## config.mk

```make
export PLATFORM = sky130hd
export DESIGN_NAME = alu32_core
export DESIGN_NICKNAME = d
export VERILOG_FILES = /design/src/rtl/alu32_pkg.sv /design/src/rtl/alu32_slice.sv /design/src/rtl/alu32_chain.sv /design/src/rtl/alu32_select.sv /design/src/rtl/alu32_core.sv
export SDC_FILE = /design/constraint.sdc
export NUM_CORES = 1
export LEC_CHECK = 0
export BUFFER_PORTS_ARGS = -buffer_cell sky130_fd_sc_hd__buf_2
export CORE_ASPECT_RATIO = 2
export CORE_MARGIN = 5
export CORE_UTILIZATION = 30
export DETAILED_ROUTE_END_ITERATION = 6
export SLEW_MARGIN = 25
export SYNTH_ARGS = -nofsm -noshare
export SYNTH_HDL_FRONTEND = slang
export SYNTH_SLANG_ARGS = --single-unit
```

## constraint.sdc

```tcl
create_clock -name vclk -period 19.9
set_input_delay 3.98 -clock vclk [all_inputs]
set_output_delay 3.98 -clock vclk [all_outputs]
set_load 0.03 [all_outputs]
```

## src/rtl/alu32_pkg.sv

```systemverilog
// Package alu32_pkg
// Shared operation codes for the arithmetic-logic unit.
// Assumes: the code field is 3 bits wide. Codes not listed here are unused.
package alu32_pkg;

    typedef logic [2:0] alu_code_t;

    localparam alu_code_t CODE_AND = 3'b000;
    localparam alu_code_t CODE_OR  = 3'b001;
    localparam alu_code_t CODE_ADD = 3'b010;
    localparam alu_code_t CODE_SUB = 3'b110;
    localparam alu_code_t CODE_SLT = 3'b111;

endpackage

```

## src/rtl/alu32_slice.sv

```systemverilog
// Module alu32_slice
// One bit of the datapath: AND, OR and a full-adder sum with a
// selectable inversion of the b bit.
// Assumes: the inversion applies to the adder path only. The logic
// outputs always see the true b bit.
module alu32_slice (
    input  logic a_i,
    input  logic b_i,
    input  logic inv_i,
    input  logic cin_i,
    output logic and_o,
    output logic or_o,
    output logic sum_o,
    output logic cout_o
);

    logic b_eff;

    // Logic outputs and the full adder on the possibly inverted b bit.
    always_comb begin
        b_eff  = b_i ^ inv_i;
        and_o  = a_i & b_i;
        or_o   = a_i | b_i;
        sum_o  = a_i ^ b_eff ^ cin_i;
        cout_o = (a_i & b_eff) | (a_i & cin_i) | (b_eff & cin_i);
    end

endmodule

```

## src/rtl/alu32_chain.sv

```systemverilog
// Module alu32_chain
// WIDTH one-bit slices with a rippled carry. When inv_i is high the b
// operand is inverted and the carry into bit 0 is 1, which gives a - b.
// Assumes: WIDTH >= 2.
module alu32_chain #(
    parameter int WIDTH = 32
) (
    input  logic [WIDTH-1:0] a_i,
    input  logic [WIDTH-1:0] b_i,
    input  logic             inv_i,
    output logic [WIDTH-1:0] and_o,
    output logic [WIDTH-1:0] or_o,
    output logic [WIDTH-1:0] sum_o,
    output logic             cout_o
);

    logic [WIDTH:0] carry;

    // The carry into bit 0 doubles as the +1 of the two's-complement negation.
    always_comb carry[0] = inv_i;

    for (genvar k = 0; k < WIDTH; k++) begin : g_bit
        alu32_slice u_slice (
            .a_i    (a_i[k]),
            .b_i    (b_i[k]),
            .inv_i  (inv_i),
            .cin_i  (carry[k]),
            .and_o  (and_o[k]),
            .or_o   (or_o[k]),
            .sum_o  (sum_o[k]),
            .cout_o (carry[k+1])
        );
    end

    // The carry out of the top bit.
    always_comb cout_o = carry[WIDTH];

endmodule

```

## src/rtl/alu32_select.sv

```systemverilog
// Module alu32_select
// Picks the result for the operation code and forms the zero, carry
// and signed overflow flags.
// Assumes: sum_i already holds a + b for add, or a + ~b + 1 for
// subtract and set-on-less-than.
module alu32_select
    import alu32_pkg::*;
#(
    parameter int WIDTH = 32
) (
    input  alu_code_t        op_i,
    input  logic             a_msb_i,
    input  logic             b_msb_i,
    input  logic [WIDTH-1:0] and_i,
    input  logic [WIDTH-1:0] or_i,
    input  logic [WIDTH-1:0] sum_i,
    input  logic             cout_i,
    output logic [WIDTH-1:0] res_o,
    output logic             zero_o,
    output logic             carry_o,
    output logic             ovf_o
);

    localparam int MSB = WIDTH - 1;

    logic add_ovf;
    logic sub_ovf;
    logic lt_bit;

    // Overflow from the sign rules, plus the overflow-corrected less-than bit.
    always_comb begin
        add_ovf = (a_msb_i == b_msb_i) && (sum_i[MSB] != a_msb_i);
        sub_ovf = (a_msb_i != b_msb_i) && (sum_i[MSB] != a_msb_i);
        lt_bit  = sum_i[MSB] ^ sub_ovf;
    end

    // Output mux. Unused codes give zero with both flags low.
    always_comb begin
        res_o   = '0;
        carry_o = 1'b0;
        ovf_o   = 1'b0;
        case (op_i)
            CODE_AND: res_o = and_i;
            CODE_OR:  res_o = or_i;
            CODE_ADD: begin
                res_o   = sum_i;
                carry_o = cout_i;
                ovf_o   = add_ovf;
            end
            CODE_SUB: begin
                res_o   = sum_i;
                carry_o = cout_i;
                ovf_o   = sub_ovf;
            end
            CODE_SLT: res_o = {{(WIDTH-1){1'b0}}, lt_bit};
            default:  res_o = '0;
        endcase
    end

    // The zero flag looks at the final result.
    always_comb zero_o = ~|res_o;

endmodule

```

## src/rtl/alu32_core.sv

```systemverilog
// Module alu32_core
// Combinational arithmetic-logic unit: AND, OR, add, subtract and
// signed set-on-less-than, with zero, carry and overflow flags.
// Assumes: the caller decides what a raised overflow means. WIDTH >= 2.
module alu32_core
    import alu32_pkg::*;
#(
    parameter int WIDTH = 32
) (
    input  logic [WIDTH-1:0] a_i,
    input  logic [WIDTH-1:0] b_i,
    input  logic [2:0]       op_i,
    output logic [WIDTH-1:0] res_o,
    output logic             zero_o,
    output logic             carry_o,
    output logic             ovf_o
);

    localparam int MSB = WIDTH - 1;

    logic             inv_b;
    logic [WIDTH-1:0] and_v;
    logic [WIDTH-1:0] or_v;
    logic [WIDTH-1:0] sum_v;
    logic             cout_v;

    // Bit 2 of the code selects the a + ~b + 1 form (subtract and compare).
    always_comb inv_b = op_i[2];

    alu32_chain #(.WIDTH(WIDTH)) u_chain (
        .a_i    (a_i),
        .b_i    (b_i),
        .inv_i  (inv_b),
        .and_o  (and_v),
        .or_o   (or_v),
        .sum_o  (sum_v),
        .cout_o (cout_v)
    );

    alu32_select #(.WIDTH(WIDTH)) u_select (
        .op_i    (op_i),
        .a_msb_i (a_i[MSB]),
        .b_msb_i (b_i[MSB]),
        .and_i   (and_v),
        .or_i    (or_v),
        .sum_i   (sum_v),
        .cout_i  (cout_v),
        .res_o   (res_o),
        .zero_o  (zero_o),
        .carry_o (carry_o),
        .ovf_o   (ovf_o)
    );

    // Port-level checks on the settled outputs.
    always_comb begin
        if (op_i == CODE_AND)
            a_r1_and_within_a: assert ((res_o & ~a_i) == '0)
                else $error("R1: AND result has a bit that a_i lacks");
        if (op_i == CODE_OR)
            a_r2_or_covers_a: assert ((res_o & a_i) == a_i)
                else $error("R2: OR result drops a bit of a_i");
        if (op_i == CODE_SLT)
            a_r5_slt_lsb_only: assert (res_o[MSB:1] == '0)
                else $error("R5: set-on-less-than sets an upper bit");
        if (op_i == CODE_ADD && a_i[MSB] != b_i[MSB])
            a_r7_no_overflow: assert (!ovf_o)
                else $error("R7: overflow on mixed-sign add");
        if (op_i == CODE_SUB && a_i[MSB] == b_i[MSB])
            a_r8_no_overflow: assert (!ovf_o)
                else $error("R8: overflow on same-sign subtract");
        if (op_i == CODE_AND || op_i == CODE_OR || op_i == CODE_SLT)
            a_r9_no_flags: assert (!ovf_o && !carry_o)
                else $error("R9: flag raised on logic or compare");
        if (op_i == 3'b011 || op_i == 3'b100 || op_i == 3'b101)
            a_r10_unused_quiet: assert (res_o == '0 && !ovf_o && !carry_o && zero_o)
                else $error("R10: unused code gives a nonzero output");
    end

endmodule

```

Word-level counts from Yosys, hierarchy flattened. Index checks and enable logic that the tools add are counted.

Mux-type cells: 3. Equal/unequal tests: 7. Reductions and logical operators: 6. Bitwise logic cells: 321.

Operators with widths (number): $and 1x1->1 (128); $pmux 32 s4 (1); $xor 1x1->1 (97); $or 1x1->1 (96); $reduce_or 32->1 (1); $eq 3x3->1 const B (2); $eq 3x1->1 const B (1); $eq 3x2->1 const B (1); $logic_not 3->1 (1); $logic_and 1x1->1 (2); $ne 1x1->1 (2); $pmux 1 s2 (1); $reduce_or 2->1 (1); $eq 1x1->1 (1); $logic_not 1->1 (1); $mux 1 (1).

Word-level logic and storage cells: 337. Flip-flop bits (word level): 0.

Longest topological paths before layout. Gate-level depths: netlist of run 1.

Depth in word-level cells: 101. Mapped depth: 41.

By module. A second synthesis of run 1 with hierarchy kept.

Cell total of the unflattened synthesis: 356. Area total of the unflattened synthesis: 2751.4 um^2.

By module, submodules not included: alu32_slice (times used 32, area each 57.6 um^2, cells each 8); alu32_select (times used 1, area each 909.6 um^2, cells each 100).

Worst setup path after synthesis of run 1. OpenSTA, ideal clock, no wires.

Kind: input to output. From: in op_i[2]. To: out zero_o. Required time: 15.920 ns. Stages: 41. Slack: -1.492 ns. Buffers on the path: 2. Arrival time: 17.412 ns. Cells stage by stage: buf_2 buf_1 xnor2_1 fa_1 fa_1 inv_1 fa_1 fa_1 fa_1 fa_1 fa_1 fa_1 fa_1 fa_1 fa_1 fa_1 fa_1 fa_1 [5 not listed] fa_1 fa_1 fa_1 fa_1 fa_1 fa_1 fa_1 fa_1 fa_1 fa_1 inv_1 fa_1 inv_1 fa_1 a221oi_1 and4b_1 nand4_1 nor4_2.

Word-level cells in the longest chain between the ends: 101. Elaborated cells on any way between the ends: 263. Classes of those cells: eq/ne (5); mux (1); bitwise (252); reduce/logical (5).

RTL lines: start: declaration (line alu32_core.sv:12) `input logic [2:0] op_i,`; $xor 1x1->1 (line alu32_slice.sv:21) `b_eff = b_i ^ inv_i;`; $and 1x1->1 (line alu32_slice.sv:25) `cout_o = (a_i & b_eff) | (a_i & cin_i) | (b_eff & cin_i);`; $or 1x1->1 (2 in a row) (line alu32_slice.sv:25); $and 1x1->1 (line alu32_slice.sv:25); $or 1x1->1 (2 in a row) (line alu32_slice.sv:25); $and 1x1->1 (line alu32_slice.sv:25); $or 1x1->1 (2 in a row) (line alu32_slice.sv:25); $and 1x1->1 (line alu32_slice.sv:25); [81 not listed]; $or 1x1->1 (2 in a row) (line alu32_slice.sv:25); $xor 1x1->1 (line alu32_slice.sv:24) `sum_o = a_i ^ b_eff ^ cin_i;`; $ne 1x1->1 (line alu32_select.sv:33) `sub_ovf = (a_msb_i != b_msb_i) && (sum_i[MSB] != a_msb_i);`; $logic_and 1x1->1 (line alu32_select.sv:33); $xor 1x1->1 (line alu32_select.sv:34) `lt_bit = sum_i[MSB] ^ sub_ovf;`; $pmux 32 s4 * (line alu32_select.sv:42) `case (op_i)`; $reduce_or 32->1 * (line alu32_select.sv:61) `always_comb zero_o = ~|res_o;`; $logic_not 1->1 * (line alu32_select.sv:61); end: declaration (line alu32_core.sv:14) `output logic zero_o,`.

Mark *: on every way between the ends. The rest lies on a longest branch, timed or not.

Worst setup path after layout of run 1.
From: in b_i[0]. To: out zero_o.

Word-level cells in the longest chain between the ends: 101. Elaborated cells on any way between the ends: 166. Classes of those cells: eq/ne (1); mux (1); bitwise (161); reduce/logical (3).

RTL lines: start: declaration (line alu32_core.sv:11) `input logic [WIDTH-1:0] b_i,`; $xor 1x1->1 (line alu32_slice.sv:21); $and 1x1->1 (line alu32_slice.sv:25); $or 1x1->1 (2 in a row) (line alu32_slice.sv:25); $and 1x1->1 (line alu32_slice.sv:25); $or 1x1->1 (2 in a row) (line alu32_slice.sv:25); $and 1x1->1 (line alu32_slice.sv:25); $or 1x1->1 (2 in a row) (line alu32_slice.sv:25); $and 1x1->1 (line alu32_slice.sv:25); [81 not listed]; $or 1x1->1 (2 in a row) (line alu32_slice.sv:25); $xor 1x1->1 (line alu32_slice.sv:24); $ne 1x1->1 (line alu32_select.sv:33); $logic_and 1x1->1 (line alu32_select.sv:33); $xor 1x1->1 (line alu32_select.sv:34); $pmux 32 s4 * (line alu32_select.sv:42); $reduce_or 32->1 * (line alu32_select.sv:61); $logic_not 1->1 * (line alu32_select.sv:61).

Marked as above.

==> summary.md, run 1 <==
| Metric | Value |
|---|---|
| CLK BUF | `0` |
| GRT Util Overall | `0.149` |
| DR WL/cell | `~17 µm` |
| Initial antenna violation count | `0` |
| Total negative slack | `-0.248 ns` |
| Kind of critical path | `in -> out` |
| Layout filler cell count | `slightly above 600` |
| Warnings, synthesis | `0` |
| Vias | `1804` |
| Worst-margin pin slew | `0.795 ns` |
| HP Class | `in -> out` |
| Synthesized area | `approximately 0.0018 mm²` |
| Placer Congestion | `0.825` |
| Initial Util | `0.306` |
| Synth Area per Inst | `9.98 µm²` |
| FMAX | `0.0497 GHz` |
| Total die area | `0.00788 mm²` |
| Total Nets Final | `387` |
| Critical path capture point type | `output pin` |
| Antenna diodes | `0` |
| Post-synthesis sequential area ratio | `0` |
| Post-Synth Simple-Gate Area | `0.0749` |
| CTS Hold Bufs | `0` |
| VDD IR-drop max | `0.0152 mV` |
| Crit-path max cell delay | `0.49 ns` |
| Compound-gate portion of the synthesized area | `0.160` |
| Vias in the first global route | `just under 2000` |
| Area Growth Syn to Fin | `43.1%` |
| Final Setup Violations | `2` |
| Sequential cell area | `0 µm²` |
| Antenna Nets Post-Route | `0` |
| HP Start | `a_i[31]` |
| Port bufs | `102` |
| Share of cells above drive strength 1 | `0.572` |
| Largest family of logic cells by synthesized area | `adder cells` |
| Post-Synth Adder-Cell Area | `0.518` |
| Cell variety after synth | `32` |
| CP startpoint kind | `input port` |
| Max-cap violations | `0` |
| Crit path DAT | `16.16 ns` |
| Via-per-instance ratio | `5.18` |
| Rows | `40` |
| P_leak | `roughly 0.0012 µW` |
| CP required | `15.92 ns` |
| Die W | `65.3 µm` |
| Worst setup margin | `-0.236 ns` |
| Syn_nets | `~280` |
| DR DRC count | `0` |
| Total grt overflow | `0` |
| Failing checks | `negative setup slack` |
| Worst setup path endpoint | `zero_o` |
| Instance count of the mapped netlist | `184` |
| Mux cell area share after synthesis | `0.0109` |
| Fin. Hold Viols | `0` |
| Final period utilization | `1.01` |
| Xor-xnor portion of the synthesized cell area | `0.162` |
| Drt total wl | `5880 µm` |
| Final Max Tran Viols | `0` |
| Core Area | `0.00601 mm²` |
| Pre-CTS setup slack | `-0.546 ns` |
| Status | `finished, violations left` |
| Largest net degree at the start of global routing | `38` |
| Critical Path Fanout Max | `3` |
| Die height | `about 120 µm` |
| First-pass GRT wire length | `9490 µm` |
| Crit-path slowest cell | `fa_2` |
| RSZ-0062 raised after global routing | `true` |
| Detailed Place HPWL | `4880 µm` |
| Worst Setup SP | `b_i[0]` |
| Area of the multi-input gates | `0.00184 mm²` |
| Pre-Repair DR Iteration Count | `4` |
| Most frequent CP cell | `fa_2` |
| Sequential cells | `0` |
| I/O pin total | `102` |
| Fin util | `0.438` |
| Tmin final | `20.14 ns` |
| DRT iter0 DRCs | `55` |
| Pwr per Cell Area | `40.5 mW/mm²` |
| Worst slew margin | `0.470` |
[worst max-delay path, delay by kind of cell]
kind | cells | cell delay (ns)
adder cells (fa/ha/maj) | 31 | 10.58
buffers and inverters | 5 | 0.39
AND/OR/NAND/NOR | 3 | 0.64
AO/OA/AOI/OAI | 1 | 0.32
multiplexers | 1 | 0.23
[kinds of logic (layout without fill, tap and decap cells)]
logic type / Yosys count / count (layout)
adder cells (fa/ha/maj): 63 / 63
AO/OA/AOI/OAI: 35 / 35
XOR/XNOR: 34 / 34
buffers and inverters: 29 / 130
AND/OR/NAND/NOR: 21 / 21
multiplexers: 2 / 2
[final cells by class]
class,instances,share of cell area
tap,63,0.0300
multi-input combinational,155,0.699
timing repair buffer,115,0.249
inverter,15,0.0214
[metrics by stage]
step                area [µm²]  hold WS, ns  cells  power, µW
finish                    2630         8.45    348        107
floorplan                 1940         8.18    184       69.5
CTS                       2590         8.45    348        106
global placement          2520         8.43    345        101
global route              2630         8.48    348        118
detailed placement        2520         8.44    345        103
[cells in the mapped netlist, types with 2 or more instances]
library cell	count	share of area
fa_1	31	0.34
xor2_1	29	0.14
maj3_1	26	0.14
a22o_1	24	0.11
inv_1	15	0.031
xnor2_1	5	0.024
buf_2	4	0.011
clkbuf_1	4	0.0082
maj3_2	4	0.025
nand2_1	4	0.0082
nor4_1	4	0.014
a22oi_1	3	0.012
a2bb2oi_1	3	0.014
buf_1	3	0.0061
buf_6	3	0.018
ha_1	2	0.014
mux2i_1	2	0.011
nor2b_1	2	0.0068
nor3_1	2	0.0054
nor4_2	2	0.014
[worst min-delay path by stage]
stage	end	cells past startpoint
2_1_floorplan	ovf_o	2
3_3_place_gp	ovf_o	4
3_5_place_dp	ovf_o	4
4_1_cts	ovf_o	4
5_1_grt	ovf_o	4
6_report	ovf_o	4
[what timing repair did]
| action | CTS | global route |
|---|---|---|
| gates resized for setup | 17 | 12 |
| setup endpoints to repair | 4 | 4 |
| pin swaps | 3 | 3 |
| hold endpoints to repair | 0 | 0 |
| setup buffers | 4 | 2 |
[metal layers]
layer	GRT usage	up-vias	routed length [µm]
met4	0.0104	0	46
met5	0	-	0
met2	0.305	59	3510
met3	0.00651	4	287
met1	0.168	886	2040
li1	-	855	-
[layout by cell type (no fill, tap or decap), types with 2 or more instances in the layout]
cell	instances
nand2_1	4
maj3_1	26
nor4_1	4
inv_2	4
buf_6	6
buf_4	13
a2bb2oi_1	3
maj3_2	4
inv_1	11
a22o_1	24
ha_1	2
xnor2_1	3
nor3_1	2
buf_2	95
a22oi_1	3
fa_2	31
xor2_1	29
[power by group]
part           total, µW  internal, µW  switching (µW)
combinational        107          46.6            60.0
sequential             0             0               0
clock                  0             0               0
No activity file was read; power rests on OpenSTA's default activity.
==> inputs of run 2 (changes only) <==
--- a/config.mk
+++ b/config.mk
@@ -10,6 +10,7 @@
 export CORE_MARGIN = 5
 export CORE_UTILIZATION = 30
 export DETAILED_ROUTE_END_ITERATION = 6
+export PLACE_DENSITY = 0.63
 export SLEW_MARGIN = 25
 export SYNTH_ARGS = -nofsm -noshare
 export SYNTH_HDL_FRONTEND = slang
==> summary.md, run 2 (synthesized netlist as in run 1, its figures left out) <==
| Metric | Value |
|---|---|
| Port bufs | `102` |
| HP Class | `in -> out` |
| Antenna Nets Post-Route | `0` |
| Critical Path Fanout Max | `2` |
| Largest delay share family, worst path | `adder cells` |
| Crit-path slowest cell | `fa_2` |
| Initial Util | `0.306` |
| Die W | `approximately 65 µm` |
| Die height | `roughly 120 µm` |
| P_leak | `~0.0012 µW` |
| FMAX | `around 0.05 GHz` |
| DR DRC count | `0` |
| Switching part of the total power | `0.562` |
| Worst-margin pin slew | `0.784 ns` |
| Final Setup Violations | `2` |
| Drt total wl | `~5800 µm` |
| Total die area | `0.00788 mm²` |
| WP buf/inv | `5` |
| Final Max Tran Viols | `0` |
| Worst slew margin | `0.477` |
| Largest net degree at the start of global routing | `38` |
| Vias in the first global route | `1993` |
| Via-per-instance ratio | `5.13` |
| Layout filler cell count | `631` |
| Sequential cell area | `0 µm²` |
| CP required | `roughly 16 ns` |
| Sequential cells | `0` |
| Total Nets Final | `389` |
| Worst setup margin | `-0.161 ns` |
| Post-route cell area | `between 0.002 and 0.003 mm²` |
| Most frequent CP cell | `fa_2` |
| Core Area | `0.00601 mm²` |
| Area Growth Syn to Fin | `42.9%` |
| Share of cells above drive strength 1 | `0.571` |
| CP startpoint kind | `input port` |
| NetSw | `59.7 µW` |
| Worst hold slack | `about 8.5 ns` |
| Crit-path max cell delay | `0.44 ns` |
| Tmin final | `20.06 ns` |
| Clock group share of total power | `0` |
| Logic pwr share | `1.000` |
| CTS Hold Bufs | `0` |
| Fin. Hold Viols | `0` |
| Flop pwr share | `0` |
| Critical path capture point type | `output pin` |
| Vias | `1797` |
| VDD IR-drop max | `approximately 0.013 mV` |
| Max-cap violations | `0` |
| First-pass GRT wire length | `between 9000 and 10000 µm` |
| Kind of critical path | `in -> out` |
| Crit path DAT | `16.08 ns` |
| Final period utilization | `1.01` |
| Pre-Repair DR Iteration Count | `4` |
| GRT Util Overall | `0.143` |
| Initial antenna violation count | `0` |
| DP Area | `0.00253 mm²` |
| Most frequent cells in the layout | `96 x buf_2, 31 x fa_2, 29 x xor2_1` |
| DRT iter0 DRCs | `22` |
| Placer Congestion | `0.778` |
| CLK BUF | `0` |
| I/O pin total | `102` |
| Antenna diodes | `0` |
| Status | `finished, violations left` |
| Failing checks | `negative setup slack` |
| Commonest non-fill, non-tap cell in the layout | `buf_2` |
| Detailed Place HPWL | `4840 µm` |
| Rows | `40` |
| DR WL/cell | `about 16 µm` |
| Pwr per Cell Area | `40.4 mW/mm²` |
| Int Power | `46.4 µW` |
| Total grt overflow | `0` |
| RSZ-0062 raised after global routing | `true` |
run 2: metal layers:
metal	wire length, µm	share of wire	GRT usage	vias to the layer above
met5	0	0	0	-
met4	67	0.012	0.0156	0
met3	203	0.035	0.000929	6
met2	3440	0.60	0.305	54
met1	2050	0.36	0.152	877
li1	-	-	-	860
run 2: worst paths after layout:
path | start | endpoint | slack (ns) | depth (start not counted)
max | b_i[0] | zero_o | -0.16 | 41
min | a_i[31] | ovf_o | 8.48 | 4
run 2: final cells by class:
cell class                 instances  area [µm²]  share of cell area
tap                               63        78.8              0.0300
multi-input combinational        155        1820               0.693
inverter                          15        56.3              0.0214
timing repair buffer             117         672               0.256
run 2: power groups by stage:
stage | combinational, µW | clock (µW) | sequential (µW)
after detailed placement | 103 | 0 | 0
final | 106 | 0 | 0
after floorplan | 69.5 | 0 | 0
after CTS | 107 | 0 | 0
after global placement | 99.0 | 0 | 0
after global routing | 117 | 0 | 0
run 2: tightest hold or removal path: cells and delay by family:
| kind | cells | cell delay (ns) |
|---|---|---|
| and+or+nand+nor | 1 | 0.07 |
| buffers and inverters | 2 | 0.31 |
| xor gates and xnor gates | 1 | 0.14 |
run 2: what timing repair did:
item                                    4_1_cts  5_1_grt
endpoints found under the setup margin        3        3
buffers inserted                              3        4
pin swaps                                     5        4
resized for setup                            18        7
run 2: stage by stage:
step | setup WS, ns | setup TNS, ns | utilization | total power [µW] | cells
after floorplan | 0.0172 | 0 | - | 69.5 | 184
after global placement | -0.406 | -0.486 | 0.421 | 99.0 | 346
after detailed placement | -0.453 | -0.594 | 0.421 | 103 | 346
after CTS | -0.285 | -0.429 | 0.433 | 107 | 349
after global routing | -0.483 | -1.00 | 0.437 | 117 | 350
final | -0.161 | -0.187 | 0.437 | 106 | 350
